## src/rtl/ilv_pkg.sv

```systemverilog
package ilv_pkg;

  typedef enum logic [2:0] {
    ST_IDLE,
    ST_COPY,
    ST_FIX,
    ST_LAST,
    ST_TAIL
  } ilv_state_e;

  // Modulo step with the extra increment on a column wrap.
  function automatic logic [15:0] next_dst(input logic [15:0] cur,
                                           input logic [15:0] rows,
                                           input logic [15:0] n);
    logic [15:0] sum;
    sum = cur + rows;
    if (sum >= n) return sum - n + 16'd1;
    return sum;
  endfunction

  function automatic logic wraps(input logic [15:0] cur,
                                 input logic [15:0] rows,
                                 input logic [15:0] n);
    return (cur + rows) >= n;
  endfunction

endpackage

```

## src/rtl/ilv_cfg_latch.sv

```systemverilog
module ilv_cfg_latch #(
  parameter int RW = 4,
  parameter logic [(1<<RW)-1:0] ROW_MASK = 16'h104A
) (
  input  logic          clk,
  input  logic          rst_n,
  input  logic          load,
  input  logic [RW-1:0] cfg_rows,
  output logic [RW-1:0] rows_q,
  output logic          legal
);
  assign legal = ROW_MASK[cfg_rows];

  always_ff @(posedge clk or negedge rst_n) begin
    if (!rst_n)    rows_q <= '0;
    else if (load) rows_q <= cfg_rows;
  end
endmodule

```

## src/rtl/ilv_addr_gen.sv

```systemverilog
module ilv_addr_gen
  import ilv_pkg::*;
#(
  parameter int N_ELEM = 144,
  parameter int AW = 8,
  parameter int RW = 4
) (
  input  logic          clk,
  input  logic          rst_n,
  input  logic          clear,
  input  logic          adv_src,
  input  logic          adv_dst,
  input  logic [RW-1:0] rows,
  output logic [AW-1:0] src_ptr,
  output logic [AW-1:0] dst_ptr,
  output logic          col_wrap
);
  localparam logic [15:0] N16 = 16'(N_ELEM);

  logic [15:0] dst_nxt;

  always_comb begin
    dst_nxt  = next_dst(16'(dst_ptr), 16'(rows), N16);
    col_wrap = adv_dst && wraps(16'(dst_ptr), 16'(rows), N16);
  end

  always_ff @(posedge clk or negedge rst_n) begin
    if (!rst_n) begin
      src_ptr <= '0;
      dst_ptr <= '0;
    end else if (clear) begin
      src_ptr <= '0;
      dst_ptr <= '0;
    end else begin
      if (adv_src) src_ptr <= src_ptr + AW'(1);
      if (adv_dst) dst_ptr <= dst_nxt[AW-1:0];
    end
  end
endmodule

```

## src/rtl/ilv_ctrl.sv

```systemverilog
module ilv_ctrl
  import ilv_pkg::*;
#(
  parameter int N_ELEM = 144,
  parameter int AW = 8
) (
  input  logic          clk,
  input  logic          rst_n,
  input  logic          start,
  input  logic          legal,
  input  logic [AW-1:0] src_ptr,
  output logic          load,
  output logic          clear,
  output logic          issue,
  output logic          adv_src,
  output logic          adv_dst,
  output logic          fix_step,
  output logic          last_issue,
  output logic          busy,
  output logic          cfg_err
);
  localparam logic [AW-1:0] PRE_LAST = AW'(N_ELEM - 2);

  ilv_state_e state_q, state_d;
  logic err_d;

  always_comb begin
    state_d    = state_q;
    load       = 1'b0;
    clear      = 1'b0;
    issue      = 1'b0;
    adv_src    = 1'b0;
    adv_dst    = 1'b0;
    fix_step   = 1'b0;
    last_issue = 1'b0;
    err_d      = 1'b0;
    unique case (state_q)
      ST_IDLE: if (start) begin
        if (legal) begin
          load    = 1'b1;
          clear   = 1'b1;
          state_d = ST_COPY;
        end else begin
          err_d = 1'b1;
        end
      end
      ST_COPY: begin
        issue   = 1'b1;
        adv_src = 1'b1;
        if (src_ptr == PRE_LAST) state_d = ST_FIX;
        else                     adv_dst = 1'b1;
      end
      ST_FIX: begin
        fix_step = 1'b1;
        adv_dst  = 1'b1;
        state_d  = ST_LAST;
      end
      ST_LAST: begin
        issue      = 1'b1;
        last_issue = 1'b1;
        state_d    = ST_TAIL;
      end
      ST_TAIL: state_d = ST_IDLE;
      default: state_d = ST_IDLE;
    endcase
  end

  assign busy = (state_q != ST_IDLE);

  always_ff @(posedge clk or negedge rst_n) begin
    if (!rst_n) begin
      state_q <= ST_IDLE;
      cfg_err <= 1'b0;
    end else begin
      state_q <= state_d;
      cfg_err <= err_d;
    end
  end
endmodule

```

## src/rtl/ilv_wr_pipe.sv

```systemverilog
module ilv_wr_pipe #(
  parameter int AW = 8,
  parameter int DW = 8
) (
  input  logic          clk,
  input  logic          rst_n,
  input  logic          issue,
  input  logic          last,
  input  logic [AW-1:0] dst_ptr,
  input  logic [DW-1:0] rdata,
  output logic          dst_we,
  output logic [AW-1:0] dst_addr,
  output logic [DW-1:0] dst_wdata,
  output logic          done
);
  logic last_q;

  assign dst_wdata = rdata;

  always_ff @(posedge clk or negedge rst_n) begin
    if (!rst_n) begin
      dst_we   <= 1'b0;
      dst_addr <= '0;
      last_q   <= 1'b0;
      done     <= 1'b0;
    end else begin
      dst_we <= issue;
      last_q <= issue && last;
      done   <= dst_we && last_q;
      if (issue) dst_addr <= dst_ptr;
    end
  end
endmodule

```

## src/rtl/ilv_seq.sv

```systemverilog
module ilv_seq #(
  parameter int N_ELEM = 144,
  parameter int DW = 8,
  parameter int RW = 4,
  parameter logic [(1<<RW)-1:0] ROW_MASK = 16'h104A,
  localparam int AW = $clog2(N_ELEM)
) (
  input  logic          clk,
  input  logic          rst_n,
  input  logic [RW-1:0] cfg_rows,
  input  logic          start,
  output logic          src_re,
  output logic [AW-1:0] src_addr,
  input  logic [DW-1:0] src_rdata,
  output logic          dst_we,
  output logic [AW-1:0] dst_addr,
  output logic [DW-1:0] dst_wdata,
  output logic          done,
  output logic          cfg_err
);
  logic [RW-1:0] rows_q;
  logic          legal, load, clear, adv_src, adv_dst;
  logic [AW-1:0] src_ptr, dst_ptr;

  // Named internal events, observed by the checker.
  logic ev_issue, ev_fix, ev_last, ev_col_wrap, busy;

  ilv_cfg_latch #(.RW(RW), .ROW_MASK(ROW_MASK)) u_cfg (
    .clk(clk), .rst_n(rst_n), .load(load), .cfg_rows(cfg_rows),
    .rows_q(rows_q), .legal(legal)
  );

  ilv_ctrl #(.N_ELEM(N_ELEM), .AW(AW)) u_ctrl (
    .clk(clk), .rst_n(rst_n), .start(start), .legal(legal),
    .src_ptr(src_ptr), .load(load), .clear(clear), .issue(ev_issue),
    .adv_src(adv_src), .adv_dst(adv_dst), .fix_step(ev_fix),
    .last_issue(ev_last), .busy(busy), .cfg_err(cfg_err)
  );

  ilv_addr_gen #(.N_ELEM(N_ELEM), .AW(AW), .RW(RW)) u_addr (
    .clk(clk), .rst_n(rst_n), .clear(clear), .adv_src(adv_src),
    .adv_dst(adv_dst), .rows(rows_q), .src_ptr(src_ptr),
    .dst_ptr(dst_ptr), .col_wrap(ev_col_wrap)
  );

  ilv_wr_pipe #(.AW(AW), .DW(DW)) u_wr (
    .clk(clk), .rst_n(rst_n), .issue(ev_issue), .last(ev_last),
    .dst_ptr(dst_ptr), .rdata(src_rdata), .dst_we(dst_we),
    .dst_addr(dst_addr), .dst_wdata(dst_wdata), .done(done)
  );

  assign src_re   = ev_issue;
  assign src_addr = src_ptr;
endmodule

```

## config.mk

```make
export PLATFORM = sky130hd
export DESIGN_NAME = ilv_seq
export DESIGN_NICKNAME = d
export VERILOG_FILES = /design/src/rtl/ilv_pkg.sv /design/src/rtl/ilv_cfg_latch.sv /design/src/rtl/ilv_addr_gen.sv /design/src/rtl/ilv_ctrl.sv /design/src/rtl/ilv_wr_pipe.sv /design/src/rtl/ilv_seq.sv
export SDC_FILE = /design/constraint.sdc
export NUM_CORES = 1
export LEC_CHECK = 0
export BUFFER_PORTS_ARGS = -buffer_cell sky130_fd_sc_hd__buf_2
export CAP_MARGIN = 25
export CORE_UTILIZATION = 50
export CTS_CLUSTER_DIAMETER = 80
export DETAILED_ROUTE_END_ITERATION = 8
export PLACE_DENSITY = 0.78
export SYNTH_ARGS = -nofsm -noshare
export SYNTH_HDL_FRONTEND = slang
export SYNTH_SLANG_ARGS = --single-unit
```

## constraint.sdc

```tcl
create_clock -name clk -period 2.7 [get_ports clk]
set_clock_uncertainty 0.05 [all_clocks]
set_input_delay 0.135 -clock clk [delete_from_list [all_inputs] [get_ports clk]]
set_output_delay 0.135 -clock clk [all_outputs]
set_load 0.01 [all_outputs]
```

---- Yosys cells after proc, flatten, opt, wreduce, memory -nomap -nowiden ----
Memories as Yosys holds them, arrays and structs flattened.
Index checks and enable logic that the tools add are counted.
storage, ports and cells
  word-level logic and storage cells ...... 53
  register bits ........................... 35
  ROM bits ................................ 16
  input bits .............................. 15
  output and inout port bits .............. 28
  memories ................................ 1
cells by class
  equal/unequal tests ..................... 7
  $add $sub $neg .......................... 4
  reductions and logical operators ........ 7
  order comparisons ....................... 2
  multiplexer cells ....................... 23
memories
  memory            words  bits a word  rd ports  clocked after Yosys merged registers in  wr ports  RTL line             RTL
  (name not given)  16     1            1         0                                        0         ilv_cfg_latch.sv:12  assign legal = ROW_MASK[cfg_rows];
operators by type and width
  cell                                                                                 count
  8-bit 2-to-1 mux                                                                     6
  8-bit by 1-bit adder with 8-bit output, second input constant                        2
  1-bit 2-to-1 mux                                                                     12
  3-bit one-hot mux with 4 select lines                                                1
  8-bit by 4-bit adder with 9-bit output                                               1
  9-bit by 8-bit greater-or-equal comparator with 1-bit output, second input constant  1
  3-bit 2-to-1 mux                                                                     3
  8-bit == test, second input constant                                                 1
  8-bit subtractor, second input constant                                              1
  3-bit by 2-bit == test with 1-bit output, second input constant                      2
  4-bit by 5-bit < comparator with 1-bit output, second input constant                 1
  2-bit inequality test, second input constant                                         2
  2-bit nonzero test                                                                   2
  3-bit by 1-bit == test with 1-bit output, second input constant                      1
  3-bit logical NOT                                                                    1
  3-bit AND reduction                                                                  1
  1-bit logical AND                                                                    2
  2-bit by 1-bit inequality test with 1-bit output, second input constant              1
  1-bit one-hot mux with 2 select lines                                                1
  2-bit OR reduction                                                                   1

---- Longest topological paths before layout ----
  depth after elaboration ................. 7
  gate-level depth with buffers ........... 10
  mapped depth without buffers ............ 10

---- By module ----
Synthesis repeated with hierarchy kept, for this count alone.
unflattened totals
  cells, all modules ...................... 211
  area, all modules ....................... 2,215.9 um^2
by module, submodules not included
  module         times used  cells an instance  area each (um^2)
  ilv_addr_gen   1           146                1,302.5
  ilv_wr_pipe    1           30                 480.5
  ilv_ctrl       1           23                 260.2
  ilv_cfg_latch  1           12                 172.7

---- Worst setup path after synthesis ----
No wires, ideal clock.
  kind .................................... register -> register
  from .................................... register u_cfg.rows_q[0]
  to ...................................... register u_addr.dst_ptr[2]
  stages on the path, launching flop included .. 11
  clock period less this slack ............ 2.458 ns
  data arrival time ....................... 2.287 ns
  slack ................................... 0.242 ns
  buffers on the path ..................... 0
  path through ............................ dfrtp_1 > ha_1 > fa_1 > a21o_1 > a2111oi_4 > nor3b_1 > nand3_1 > and2_4 > nand2b_2 > xnor2_1 > a22o_1
between the ends
  word-level cells in the longest chain between the ends .. 7
  elaborated cells between the ends (all ways) .. 9
ends and longest elaborated chain
  element                                   RTL line             RTL
  start, declared                           ilv_cfg_latch.sv:9   output logic [RW-1:0] rows_q,
  start signal, assigned                    ilv_cfg_latch.sv:16  else if (load) rows_q <= cfg_rows;
  8-bit by 4-bit adder with 9-bit output *  --
  8-bit subtractor                          ilv_pkg.sv:17        if (sum >= n) return sum - n + 16'd1;
  8-bit by 1-bit adder with 8-bit output    ilv_pkg.sv:17
  8-bit 2-to-1 mux                          ilv_pkg.sv:17
  8-bit 2-to-1 mux *                        ilv_pkg.sv:18        return sum;
  8-bit 2-to-1 mux *                        ilv_addr_gen.sv:36   if (adv_dst) dst_ptr <= dst_nxt[AW-1:0];
  8-bit 2-to-1 mux *                        ilv_addr_gen.sv:31   end else if (clear) begin
  end signal, assigned                      ilv_addr_gen.sv:36
  end, declared                             ilv_addr_gen.sv:15   output logic [AW-1:0] dst_ptr,
Mark *: on every way between the ends. The rest lies on a longest branch, timed or not. The select of a mux whose other input is x is not followed.
A chain may end at the register's enable or synchronous reset.

---- Worst setup path in the final report ----
  from .................................... register u_addr.dst_ptr[0]
  to ...................................... register u_addr.dst_ptr[3]
between the ends
  word-level cells in the longest chain between the ends .. 7
  elaborated cells between the ends (all ways) .. 9
ends and longest elaborated chain
  element                                   RTL line
  8-bit by 4-bit adder with 9-bit output *  --
  8-bit subtractor                          ilv_pkg.sv:17
  8-bit by 1-bit adder with 8-bit output    ilv_pkg.sv:17
  8-bit 2-to-1 mux                          ilv_pkg.sv:17
  8-bit 2-to-1 mux *                        ilv_pkg.sv:18
  8-bit 2-to-1 mux *                        ilv_addr_gen.sv:36
  8-bit 2-to-1 mux *                        ilv_addr_gen.sv:31
Marked as above.

==> reports/qor.yml <==
crit_type: "reg2reg"
vias_per_cell: 5.51
post-route-min-period_ns: 2.56
setup_viol: 0
p_switching_mw: 1.30
cts.root.buffer_cell: "clkbuf_8"
tritoncts_clock_tree: "done"
dp_worst_setup_slack_ns: 0.0519
ir_worst_vdd_mv: 0.728
achievable-frequency_ghz: 0.391
firstDrtPassIters: 5
p_per_area_nw_per_um2: 1320
setup.worst_path.start_class: "register"
floorplan.die_area_sq_um: 4270
syn_inst: 201
slew_hr_pct: 49.9
clock_tree.htree_level_count: 2
timing_hold_violations_final: 0
cts_max_path_buffers: 2
fillCellCount: 324
antenna_violating_nets_post_route: 0
postSynth.topFlopCell: "dfrtp_1"
dp_cells: 264
holdCritPathClass: "in2reg"
vias: 1500
finish.instance_area_sq_um: 2230
total_cts_buffers: 5
timing.critical_path.required_ns: 2.83
intPower_mw: 1.66
sw_frac_of_total_pct: 44.0
floorplan.core_area_sq_um: 3740
async_sr_flop_fraction_pct: 100
synthesis.area_sq_um: 2010
reg2reg_setup_slack_ns: 0.14
worstPathMaxFanout: 4
initial_core_utilization_pct: 53.6
antennaDiodeCount: 0
rows: 22
timing.critical_path.arrival_ns: 2.68
die_h_um: 65.3
power.sequential.fraction_pct: 32.8
cts_sinks: 35
slew_violations: 0
synthesis.nets: 224
antenna_found_initial: 0
drc: 0
whs_path_cells: 2
total_power_mw: 2.95
synthesis.yosys.warnings: 0
run_status: "complete, no violations"
fin_nets: 247
detail_route.iter0.violations: 187
synth.distinct_cells: 45
global_route_wire_length_before_repair_mm: 6.38
layout-area-overhead-vs-synth_pct: 11.4
cts.reportedPaths.clkPinSlew_ns: 0.07
synth_seq_area_share_pct: 43.7
ys_top_cells_by_area: "dfrtp_1 44%, mux2_2 5.6%, ha_1 4.4%"
synth_top_area_share_pct: 43.7
avgRoutedWirePerCell_um: 13.8
die-width_um: 65.3
critPathCaptureType: "register"
post-dp-hpwl_mm: 2.72
number_of_enable_type_register_cells_in_the_synthesized_netlist: 0
tightest_slew_ns: 0.751
gr-total-overflow: 0
stdcell_count: 272
multi_input_comb_area_sq_um: 1020
register_area_sq_um: 876
final_min_period_over_clock_period_pct: 94.7
layout-drive-gt1-share_pct: 23.7
max_cap_viol_count: 0
synth_area_per_cell_sq_um: 9.98
post-synth-top-area-cell: "dfrtp_1"
vias_in_the_first_global_route: 1437
worst_skew_pair.late_latency_ns: 0.28
r2r_worst_path_depth: 10
io-pin-count: 43
ys_ff_latch: 35
power.leakage_nw: 1.06
placer_congestion: 0.867
io_buffers: 26
fin_worst_setup_slack_ns: 0.142
power.combinational.fraction_pct: 54.3
clock_power_share_pct: 12.8
dpl_cell_area_sq_um: 2130
utilization_of_the_core_after_routing_pct: 59.7
pin_count_of_the_biggest_net_entering_global_routing: 36
groute.usage.overall_pct: 19.7
wl_mm: 3.76
-- power groups by stage --
stage | sequential, mW | combinational [mW] | clock, mW
2_1_floorplan | 0.963 | 1.20 | 0
3_3_place_gp | 0.963 | 1.54 | 0
3_5_place_dp | 0.973 | 1.56 | 0
4_1_cts | 0.966 | 1.57 | 0.387
5_1_grt | 1.01 | 1.81 | 0.405
6_report | 0.970 | 1.61 | 0.380
-- layout make-up --
class	count	area share (%)
multi-input combinational	145	45.9
sequential	35	39.2
timing repair buffer	29	6.95
clock buffer	6	3.70
tap	48	2.69
inverter	8	1.34
clock inverter	1	0.224
-- worst paths after layout --
| path | endpoint | start |
|---|---|---|
| worst max-delay path | u_addr.dst_ptr[3] | u_addr.dst_ptr[0] |
| worst min-delay path | u_cfg.rows_q[0] | cfg_rows[2] |
| worst max register to register | u_addr.dst_ptr[3] | u_addr.dst_ptr[0] |
| worst min register to register | u_wr.done | u_wr.last_q |
| max in group asynchronous | u_wr.dst_addr[5] | rst_n |
| min in group asynchronous | u_addr.src_ptr[6] | rst_n |
-- metrics by stage --
| stage | hold slack, ns | TNS (ns) |
|---|---|---|
| after CTS | 0.0205 | 0 |
| after detailed placement | 0.193 | 0 |
| after global routing | 0.0296 | -0.0180 |
| final | 0.0227 | 0 |
| after floorplan | -0.211 | 0 |
| after global placement | 0.195 | 0 |
-- cell families after synthesis --
family                     count (synthesis)  share of synthesized area, %
and+or+nand+nor                           69                          17.8
AOI/OAI and AO/OA                         40                          13.7
DFF                                       35                          43.7
buffers and inverters                     21                          5.74
xor gates and xnor gates                  15                          6.55
muxes                                     13                          7.11
adders and majority gates                  8                          5.36
-- worst max-delay path, cell delays in order, from the launching register on --
cell and delay, ns:
dfrtp_1 0.40, ha_1 0.24, fa_2 0.39, a21o_1 0.23, a2111oi_4 0.32, nor3b_1 0.09, nand3_1 0.15, and2_4 0.20
nor2_1 0.05, xnor2_1 0.13, a22o_1 0.21
-- cells in the mapped netlist, drive strengths merged, types with 2 or more instances --
master / n
clkbuf: 2
dfrtp: 35
or3: 2
mux2i: 3
a21o: 3
and2: 4
nand3: 4
a22o: 2
nor2b: 3
nand2: 19
inv: 8
nand2b: 5
buf: 11
nand4: 8
o21ai: 11
xor2: 9
mux2: 10
a21oi: 13
o22ai: 2
nor2: 14
xnor2: 6
ha: 7
and3: 3
-- sequential cells by signal (all words and copies together) (netlist names), 3 cells and up --
signal and cells:
u_addr.src_ptr 8, u_wr.dst_addr 8, u_addr.dst_ptr 8, u_cfg.rows_q 4, u_ctrl.state_q 3
-- per-layer routing --
layer  global-route usage, %  part of all wire [%]  vias to the layer above
met1                    27.0                    50                      714
met4                    7.34                   1.0                        0
met5                       0                     0                        -
met2                    30.3                    44                       39
met3                    4.17                   5.0                        4
li1                        -                     -                      743
-- what timing repair did --
| item | CTS | global route |
|---|---|---|
| hold endpoints to repair | 35 | 0 |
| buffers inserted | 0 | 0 |
| setup endpoints to repair | 0 | 4 |
| hold buffers | 1 | 0 |
| resized for setup | 0 | 2 |
-- placed cells by master, fill, tap and decap left out, types with 2 or more instances in the layout --
cell,n
mux2_2,10
buf_4,2
nor2b_1,3
a22o_1,2
and2_1,3
a21o_1,3
nor2_1,14
a21oi_1,12
nand2_1,19
ha_1,7
xnor2_1,6
xor2_1,9
o22ai_1,2
dfrtp_1,35
buf_2,26
clkbuf_8,6
nand3_1,4
o21ai_0,10
nand4_1,8
or3_1,2
and3_1,3
nand2b_1,4
inv_1,8
mux2i_1,3
(Power assumes the default switching activity.)
